**src/rtl/brd_pkg.sv**
```systemverilog
package brd_pkg;

    typedef enum logic [2:0] {
        SEL_DATE = 3'd0,
        SEL_FREQ = 3'd1,
        SEL_LED  = 3'd2,
        SEL_SW   = 3'd3,
        SEL_RST  = 3'd4,
        SEL_NONE = 3'd7
    } reg_sel_e;

    typedef enum logic {
        ST_IDLE = 1'b0,
        ST_FIRE = 1'b1
    } rst_state_e;

endpackage

```
**src/rtl/brd_decode.sv**
```systemverilog
module brd_decode
    import brd_pkg::*;
#(
    parameter int ADDR_W = 16
) (
    input  logic [ADDR_W-1:0] addr,
    output reg_sel_e          sel
);
    localparam int IDX_W = ADDR_W - 2;

    logic [IDX_W-1:0] idx;

    assign idx = addr[ADDR_W-1:2];

    always_comb begin
        if (idx == IDX_W'(0))      sel = SEL_DATE;
        else if (idx == IDX_W'(1)) sel = SEL_FREQ;
        else if (idx == IDX_W'(2)) sel = SEL_LED;
        else if (idx == IDX_W'(3)) sel = SEL_SW;
        else if (idx == IDX_W'(4)) sel = SEL_RST;
        else                       sel = SEL_NONE;
    end
endmodule

```
**src/rtl/brd_sync.sv**
```systemverilog
module brd_sync #(
    parameter int WIDTH  = 8,
    parameter int STAGES = 2
) (
    input  logic             clk,
    input  logic             rst_n,
    input  logic [WIDTH-1:0] din,
    output logic [WIDTH-1:0] dout
);
    logic [WIDTH-1:0] chain [STAGES];

    for (genvar s = 0; s < STAGES; s++) begin : g_stage
        if (s == 0) begin : g_first
            always_ff @(posedge clk) begin
                if (!rst_n) chain[s] <= '0;
                else        chain[s] <= din;
            end
        end else begin : g_next
            always_ff @(posedge clk) begin
                if (!rst_n) chain[s] <= '0;
                else        chain[s] <= chain[s-1];
            end
        end
    end

    assign dout = chain[STAGES-1];
endmodule

```
**src/rtl/brd_rst_fsm.sv**
```systemverilog
module brd_rst_fsm
    import brd_pkg::*;
#(
    parameter int          DATA_W = 32,
    parameter logic [31:0] MAGIC  = 32'h0000_DEAD
) (
    input  logic              clk,
    input  logic              rst_n,
    input  logic              wr_hit,
    input  logic [DATA_W-1:0] wdata,
    output logic              req
);
    rst_state_e state_q, state_d;
    logic       magic;

    assign magic = wr_hit && (wdata == DATA_W'(MAGIC));

    always_ff @(posedge clk) begin
        if (!rst_n) state_q <= ST_IDLE;
        else        state_q <= state_d;
    end

    always_comb begin
        state_d = state_q;
        unique case (state_q)
            ST_IDLE: if (magic) state_d = ST_FIRE;
            ST_FIRE: state_d = ST_IDLE;
            default: state_d = ST_IDLE;
        endcase
    end

    always_comb begin
        req = 1'b0;
        unique case (state_q)
            ST_IDLE: req = 1'b0;
            ST_FIRE: req = 1'b1;
            default: req = 1'b0;
        endcase
    end
endmodule

```
**src/rtl/brd_ctl_regs.sv**
```systemverilog
module brd_ctl_regs
    import brd_pkg::*;
#(
    parameter int          ADDR_W   = 16,
    parameter int          DATA_W   = 32,
    parameter int          LED_W    = 8,
    parameter int          SW_W     = 8,
    parameter int          SYNC_N   = 2,
    parameter logic [31:0] ID_DATE  = 32'h0927_2011,
    parameter logic [31:0] CLK_HZ   = 32'd10_000_000,
    parameter logic [31:0] RST_KEY  = 32'h0000_DEAD
) (
    input  logic              clk,
    input  logic              rst_n,
    input  logic [ADDR_W-1:0] bus_addr,
    input  logic              bus_wr,
    input  logic [DATA_W-1:0] bus_wdata,
    input  logic              bus_rd,
    output logic [DATA_W-1:0] bus_rdata,
    input  logic [SW_W-1:0]   sw_in,
    output logic [LED_W-1:0]  led_out,
    output logic              board_rst_req
);
    reg_sel_e          sel;
    logic [LED_W-1:0]  led_q;
    logic [SW_W-1:0]   sw_sync;
    logic [SW_W-1:0]   sw_q;
    logic [DATA_W-1:0] rd_mux;
    logic [DATA_W-1:0] rdata_q;

    brd_decode #(.ADDR_W(ADDR_W)) u_dec (
        .addr (bus_addr),
        .sel  (sel)
    );

    brd_sync #(.WIDTH(SW_W), .STAGES(SYNC_N)) u_sync (
        .clk   (clk),
        .rst_n (rst_n),
        .din   (sw_in),
        .dout  (sw_sync)
    );

    brd_rst_fsm #(.DATA_W(DATA_W), .MAGIC(RST_KEY)) u_fsm (
        .clk    (clk),
        .rst_n  (rst_n),
        .wr_hit (bus_wr && (sel == SEL_RST)),
        .wdata  (bus_wdata),
        .req    (board_rst_req)
    );

    // LED storage
    always_ff @(posedge clk) begin
        if (!rst_n)                        led_q <= '0;
        else if (bus_wr && sel == SEL_LED) led_q <= bus_wdata[LED_W-1:0];
    end

    // switch capture after the synchronizer
    always_ff @(posedge clk) begin
        if (!rst_n) sw_q <= '0;
        else        sw_q <= sw_sync;
    end

    always_comb begin
        rd_mux = '0;
        unique case (sel)
            SEL_DATE: rd_mux = DATA_W'(ID_DATE);
            SEL_FREQ: rd_mux = DATA_W'(CLK_HZ);
            SEL_LED:  rd_mux = DATA_W'(led_q);
            SEL_SW:   rd_mux = DATA_W'(sw_q);
            SEL_RST:  rd_mux = '0;
            SEL_NONE: rd_mux = '0;
            default:  rd_mux = '0;
        endcase
    end

    always_ff @(posedge clk) begin
        if (!rst_n)      rdata_q <= '0;
        else if (bus_rd) rdata_q <= rd_mux;
        else             rdata_q <= '0;
    end

    assign bus_rdata = rdata_q;
    assign led_out   = led_q;
endmodule

```
**config.mk**
```make
export PLATFORM = sky130hd
export DESIGN_NAME = brd_ctl_regs
export DESIGN_NICKNAME = d
export VERILOG_FILES = /design/src/rtl/brd_pkg.sv /design/src/rtl/brd_decode.sv /design/src/rtl/brd_sync.sv /design/src/rtl/brd_rst_fsm.sv /design/src/rtl/brd_ctl_regs.sv
export SDC_FILE = /design/constraint.sdc
export NUM_CORES = 1
export LEC_CHECK = 0
export ABC_AREA = 0
export BUFFER_PORTS_ARGS = -buffer_cell sky130_fd_sc_hd__buf_2
export CAP_MARGIN = 20
export CORE_MARGIN = 4
export CORE_UTILIZATION = 23
export DETAILED_ROUTE_END_ITERATION = 10
export GPL_TIMING_DRIVEN = 0
export SKIP_CTS_REPAIR_TIMING = 1
export SLEW_MARGIN = 20
export SYNTH_ARGS = -nofsm -noshare
export SYNTH_HDL_FRONTEND = slang
export SYNTH_HIERARCHICAL = 1
export SYNTH_SLANG_ARGS = --single-unit
```
**constraint.sdc**
```tcl
create_clock -name clk -period 1.9 [get_ports clk]
set_clock_uncertainty 0.15 [all_clocks]
set_input_delay 0.19 -clock clk [delete_from_list [all_inputs] [get_ports clk]]
set_output_delay 0.19 -clock clk [all_outputs]
set_load 0.05 [all_outputs]
```
## Word-level counts from Yosys, hierarchy flattened

Memory sizes are Yosys's and may differ from the RTL's. A register that Yosys moved wholly into a read port is not among the register bits.
Cells that the tools add are included.

- Memory bits (writable): 16
- Output and inout port bits: 41
- Word-level logic and storage cells: 36
- Memories kept: 1
- Flip-flop bits (word level): 41
- Input port bits: 60

- Multiplexer cells: 13
- Reduce and logical (&&, ||, !) cells: 7
- Bitwise gates (word level): 3
- Eq/ne operators: 9

Memories:

| name | depth | width | read ports | clocked after memory_dff | write ports | RTL line | RTL |
|---|---|---|---|---|---|---|---|
| u_sync.chain | 2 | 8 | 2 | 1 | 2 | brd_sync.sv:10 | `logic [WIDTH-1:0] chain [STAGES];` |

Operators by type and width:

| cell | count |
|---|---|
| $pmux 28 s4 | 1 |
| $eq 32x16->1 const B | 1 |
| $eq 14x2->1 const B | 2 |
| $mux 8 | 2 |
| $eq 14x1->1 const B | 1 |
| $eq 14x3->1 const B | 1 |
| $logic_not 14->1 | 1 |
| $mux 3 | 4 |
| $eq 3x2->1 const B | 2 |
| $pmux 1 s2 | 2 |
| $eq 3x1->1 const B | 1 |
| $eq 3x3->1 const B | 1 |
| $logic_and 1x1->1 | 3 |
| $logic_not 3->1 | 1 |
| $mux 1 | 3 |
| $mux 2 | 1 |
| $or 1x1->1 | 2 |
| $reduce_and 2->1 | 1 |
| $logic_not 1->1 | 1 |
| $not 1->1 | 1 |

## Logic depth before layout (Yosys ltp)

- Depth after elaboration: 11
- Mapped depth: 9
- Gate-level depth less buffers: 8

## Hierarchy

Netlist, hierarchy kept.

Modules (own cells, without submodules):

| module | seq. area each (µm²) | area an instance (µm²) | cells an instance | instances |
|---|---|---|---|---|
| brd_ctl_regs | 520.5 | 1079.8 | 115 | 1 |
| brd_sync | 320.3 | 446.7 | 33 | 1 |
| brd_rst_fsm | 20.0 | 131.4 | 13 | 1 |
| brd_decode | 0.0 | 47.5 | 9 | 1 |

## Worst setup path after synthesis

OpenSTA, ideal clock, no wires.

- Path kind: input to register
- From: input port bus_addr[14]
- To: register u_fsm.state_q
- Path slack: 0.028 ns
- Path buffers: 1
- Stages: 8
- Data required time: 1.662 ns
- Arrival: 1.634 ns
- Library setup time: 0.088 ns
- Path through: nor4_1 -> and3_1 -> nand2_1 -> buf_2 -> nor3_1 -> nor4b_2 -> nand4_1 -> nor4_2

- Cells in the longest elaborated chain, start to end: 11
- Elaborated cells between the ends (all ways): 15
- Those cells by class: eq/ne (5); mux (7); reduce/logical (3)

Ends and longest elaborated chain:

| what | RTL line | RTL |
|---|---|---|
| start: declaration | brd_ctl_regs.sv:15 | `input logic [ADDR_W-1:0] bus_addr,` |
| $eq 14x3->1 | brd_decode.sv:20 | `else if (idx == IDX_W'(4)) sel = SEL_RST;` |
| $mux 2 | brd_decode.sv:20 |  |
| $mux 3 | brd_decode.sv:19 | `else if (idx == IDX_W'(3)) sel = SEL_SW;` |
| $mux 3 | brd_decode.sv:18 | `else if (idx == IDX_W'(2)) sel = SEL_LED;` |
| $mux 3 | brd_decode.sv:17 | `else if (idx == IDX_W'(1)) sel = SEL_FREQ;` |
| $mux 3 * | brd_decode.sv:16 | `if (idx == IDX_W'(0)) sel = SEL_DATE;` |
| named net sel[0] | brd_ctl_regs.sv:24 | `reg_sel_e sel;` |
| $eq 3x3->1 * | brd_ctl_regs.sv:46 | `.wr_hit (bus_wr && (sel == SEL_RST)),` |
| $logic_and 1x1->1 * | brd_ctl_regs.sv:46 |  |
| $logic_and 1x1->1 * | brd_rst_fsm.sv:16 | `assign magic = wr_hit && (wdata == DATA_W'(MAGIC));` |
| $mux 1 * | brd_rst_fsm.sv:26 | `ST_IDLE: if (magic) state_d = ST_FIRE;` |
| $pmux 1 s2 * | brd_rst_fsm.sv:25 | `unique case (state_q)` |
| end signal: assignment | brd_rst_fsm.sv:20 | `else state_q <= state_d;` |
| end: declaration | brd_rst_fsm.sv:13 | `rst_state_e state_q, state_d;` |

Mark *: on every way through the listed nets, which the timed path passes. The rest lies on a longest branch.
A chain may end at the register's enable or synchronous reset.

## Worst setup path after layout

Same ends and word-level chain as after synthesis.

==> results.txt <==
----------------------------------------------------
[Die]
  Die footprint ... 8860 µm²
  Initial Util ... 23.6%
  Std-Cell Core Area ... 7210 µm²
  Chip Height ... 94.1 µm
  Ports ... 101
  Horizontal die dimension ... 94.1 µm
  Number of core rows ... 31

[Yosys]
  Compound-gate portion of the synthesized area ... 5.43%
  Share of the yosys chip area belonging to registers ... 50.5%
  Adder-cell share of the synthesized area ... 0%
  Post-synth cell types ... 33
  Simple-gate area share of the yosys netlist ... 27.3%
  Combinational family with the most area after synthesis ... simple AND/OR/NAND/NOR gates
  Syn Std Cell Area ... 1710 µm²
  Average cell area after synthesis ... 10.0 µm²
  Share of synthesized area spent on multiplexers ... 2.93%
  Ys Warns ... 6
  XOR/XNOR Fraction of Synth Area ... 0%
  Number of synthesized register bits ... 43
  Synthesized instance count ... 170

[STA]
  Max Clock Freq ... 0.560 GHz
  Setup ws final ... 113 ps
  Final count of pins violating max slew ... 0
  Post-layout minimum cycle time ... 1790 ps
  Final Hold Violating Endpoints ... 4
  Final critical-path share of the clock period ... 94.1%
  Total Negative Setup Slacks ... 0 ps
  Worst hold slack ... -21.1 ps
  Final count of negative-setup-slack endpoints ... 0

[Placed design]
  Cell total after placement ... 366
  Detailed placer's ending HPWL ... 3330 µm
  Count of buffers from port buffering ... 88
  Cell area after placement ... 2300 µm²
  Setup slack after placement ... -340 ps
  Placer Congestion ... 0.802

[Drt]
  Top layer in use ... met4
  Number of DRC violations after detailed-routing iteration 0 ... 58
  Routed length per placed instance ... 10.4 µm
  Met3 wire length ... 286 µm
  Antenna violation net count after detailed routing ... 0
  Number of remaining DRC errors ... 0
  Met1 wire length ... 1540 µm
  Detailed Route WL ... 4000 µm
  Average via count per standard cell ... 3.70
  Pre-Repair DR Iteration Count ... 4
  Length of routed met2 wiring ... 2090 µm
  Total number of vias ... 1417

[Finish]
  Highest-count cells in the layout ignoring fill and taps ... buf_2, dfxtp_1, buf_4
  Cell Count, Final, Fillers Out ... 383
  Proportion of layout cells with a drive suffix above 1 ... 50.4%
  Non-Filler Cell Area, Final ... 2480 µm²
  Most common cell after layout, fill and taps aside ... buf_2
  Area growth from synthesis to layout ... 45.7%
  Number of nets in the finished design ... 343
  Filler Cell Count ... 774
  Antenna Diode Count ... 0

[Critical path]
  Count of cells along the worst register-to-register path ... 3
  CP endpoint kind ... flip-flop
  WS Path Type ... primary input to flip-flop
  Max FO, Critical Path ... 10
  R2R Setup Slk ... 690 ps
  CP required ... 1960 ps
  Worst EP arrival ... 1840 ps
  Nature of the critical path startpoint ... primary input

[Clocking]
  CTS tree ... done
  Bufs on Longest Clock Path ... 2
  Clk Tree Root Cell ... clkbuf_8
  Source-to-sink clock delay at the later pin of the worst-skew pair ... 280 ps
  Clock tree sinks ... 43
  CTS clk-pin slew, worst paths ... 80 ps
  Num CTS Buffers ... 5
  Depth of the CTS H-tree ... 2

[Power and ir drop]
  PD cells ... 664 nW/µm²
  Clock share of power ... 33.2%
  Reg power frac ... 56.1%
  Part of the power in combinational logic ... 10.7%
  Leakage power ... 1.24 nW
  VDD IR max ... 0.380 mV
  Total internal power ... 1.27 mW
  Net switching share of the total power ... 23.2%
  Net switching power ... 0.382 mW

[Global route]
  Vias in the first global route ... 1383
  Global-route wire length before repair ... 6400 µm
  GR Overflow Total ... 0
  Number of antenna violations at the first check in global routing ... 0
  Largest net degree at the start of global routing ... 14
  Global-route total usage across every layer ... 9.37%

[Min path]
  Class of the most critical hold timing path ... primary input to flip-flop
  Count of cells along the worst hold path ... 3

[Flow run]
  Maximum Capacitance Violations ... 0

[Status]
  Outcome ... finished, violations left
  Failing checks ... negative hold slack

----------------------------------------------------
==> cells in the mapped netlist <==
cell      count  area (µm²)
nand3_1      11        55.1
nor4b_2       2        30.0
clkbuf_2      1        5.00
nor4_2        1        12.5
dfxtp_1      43         861
and2_2       12        90.1
buf_12        1        20.0
nand2b_1      1        6.26
nor3_1        4        20.0
buf_4        24         180
clkbuf_1      2        7.51
inv_1         1        3.75
nor2_1        5        18.8
o21ai_0       7        35.0
and4bb_2      1        12.5
nor4_1        4        25.0
a21oi_1       5        25.0
nor4bb_1      1        10.0
and4b_1       1        10.0
o21bai_1      2        15.0
conb_1        1        3.75
or2_1         1        6.26
nand4b_1      2        17.5
buf_2         1        5.00
o21ai_2       2        17.5
and3_1        1        6.26
and2_1       12        75.1
nand2_1      11        41.3
mux2i_1       5        50.1
nand3b_1      2        15.0
nand4_1       1        6.26
buf_6         1        11.3
nor3b_1       1        7.51
==> metal layers <==
metal	track usage [%]	up-vias
li1	-	766
met1	9.80	592
met2	17.0	52
met3	3.04	7
met4	3.97	0
met5	0	-
==> cell type report <==
class / count / area [µm²] / area share, %
plain buffers: 30 / 235 / 9.47
flip-flops and latches: 43 / 861 / 34.6
clock buffers: 6 / 72.6 / 2.92
well taps: 99 / 124 / 4.98
repair buffers: 97 / 528 / 21.2
multi-input cells: 105 / 648 / 26.1
clock inverters: 2 / 12.5 / 0.504
inverters: 1 / 3.75 / 0.151
==> logic make-up (layout without fill, tap and decap cells) <==
group                  Yosys count  after routing
muxes                            5              5
AOI/OAI and AO/OA               16             16
buffers and inverters           31            136
and+or+nand+nor                 74             74
DFF                             43             43
other                            1             10
==> power groups by stage <==
stage          Combinational (mW)  Clock (mW)  Sequential, mW
2_1_floorplan              0.0954           0           0.944
3_3_place_gp                0.161           0           0.946
3_5_place_dp                0.164           0           0.946
4_1_cts                     0.164       0.572           0.925
5_1_grt                     0.194       0.618           0.927
6_report                    0.176       0.548           0.925
==> sequential cells by signal, summed over array words and instances, names as in the netlist <==
name / flops
u_sync/chain: 16
bus_rdata: 10
led_out: 8
sw_q: 8
u_fsm/state_q: 1
==> final timing paths <==
| check | from | to |
|---|---|---|
| worst max-delay path | bus_addr[14] | u_fsm/state_q |
| worst min-delay path | bus_wdata[6] | led_out[6] |
| worst max register to register | u_fsm/state_q | u_fsm/state_q |
| worst min register to register | u_sync/chain[1][5] | sw_q[5] |
==> stage by stage <==
step           power, mW  utilization, %
4_1_cts             1.66            33.1
3_5_place_dp        1.11            31.9
3_3_place_gp        1.11            31.9
5_1_grt             1.74            34.4
2_1_floorplan       1.04               -
6_report            1.65            34.4
==> critical path: stages <==
cell and delay, ps:
buf_2 90, nor4_1 250, and3_1 260, nand2_2 110, buf_6 160, nor3_1 150
nor4b_2 200, nand4_1 160, nor4_2 270
Power figures use the tool's default switching activity.
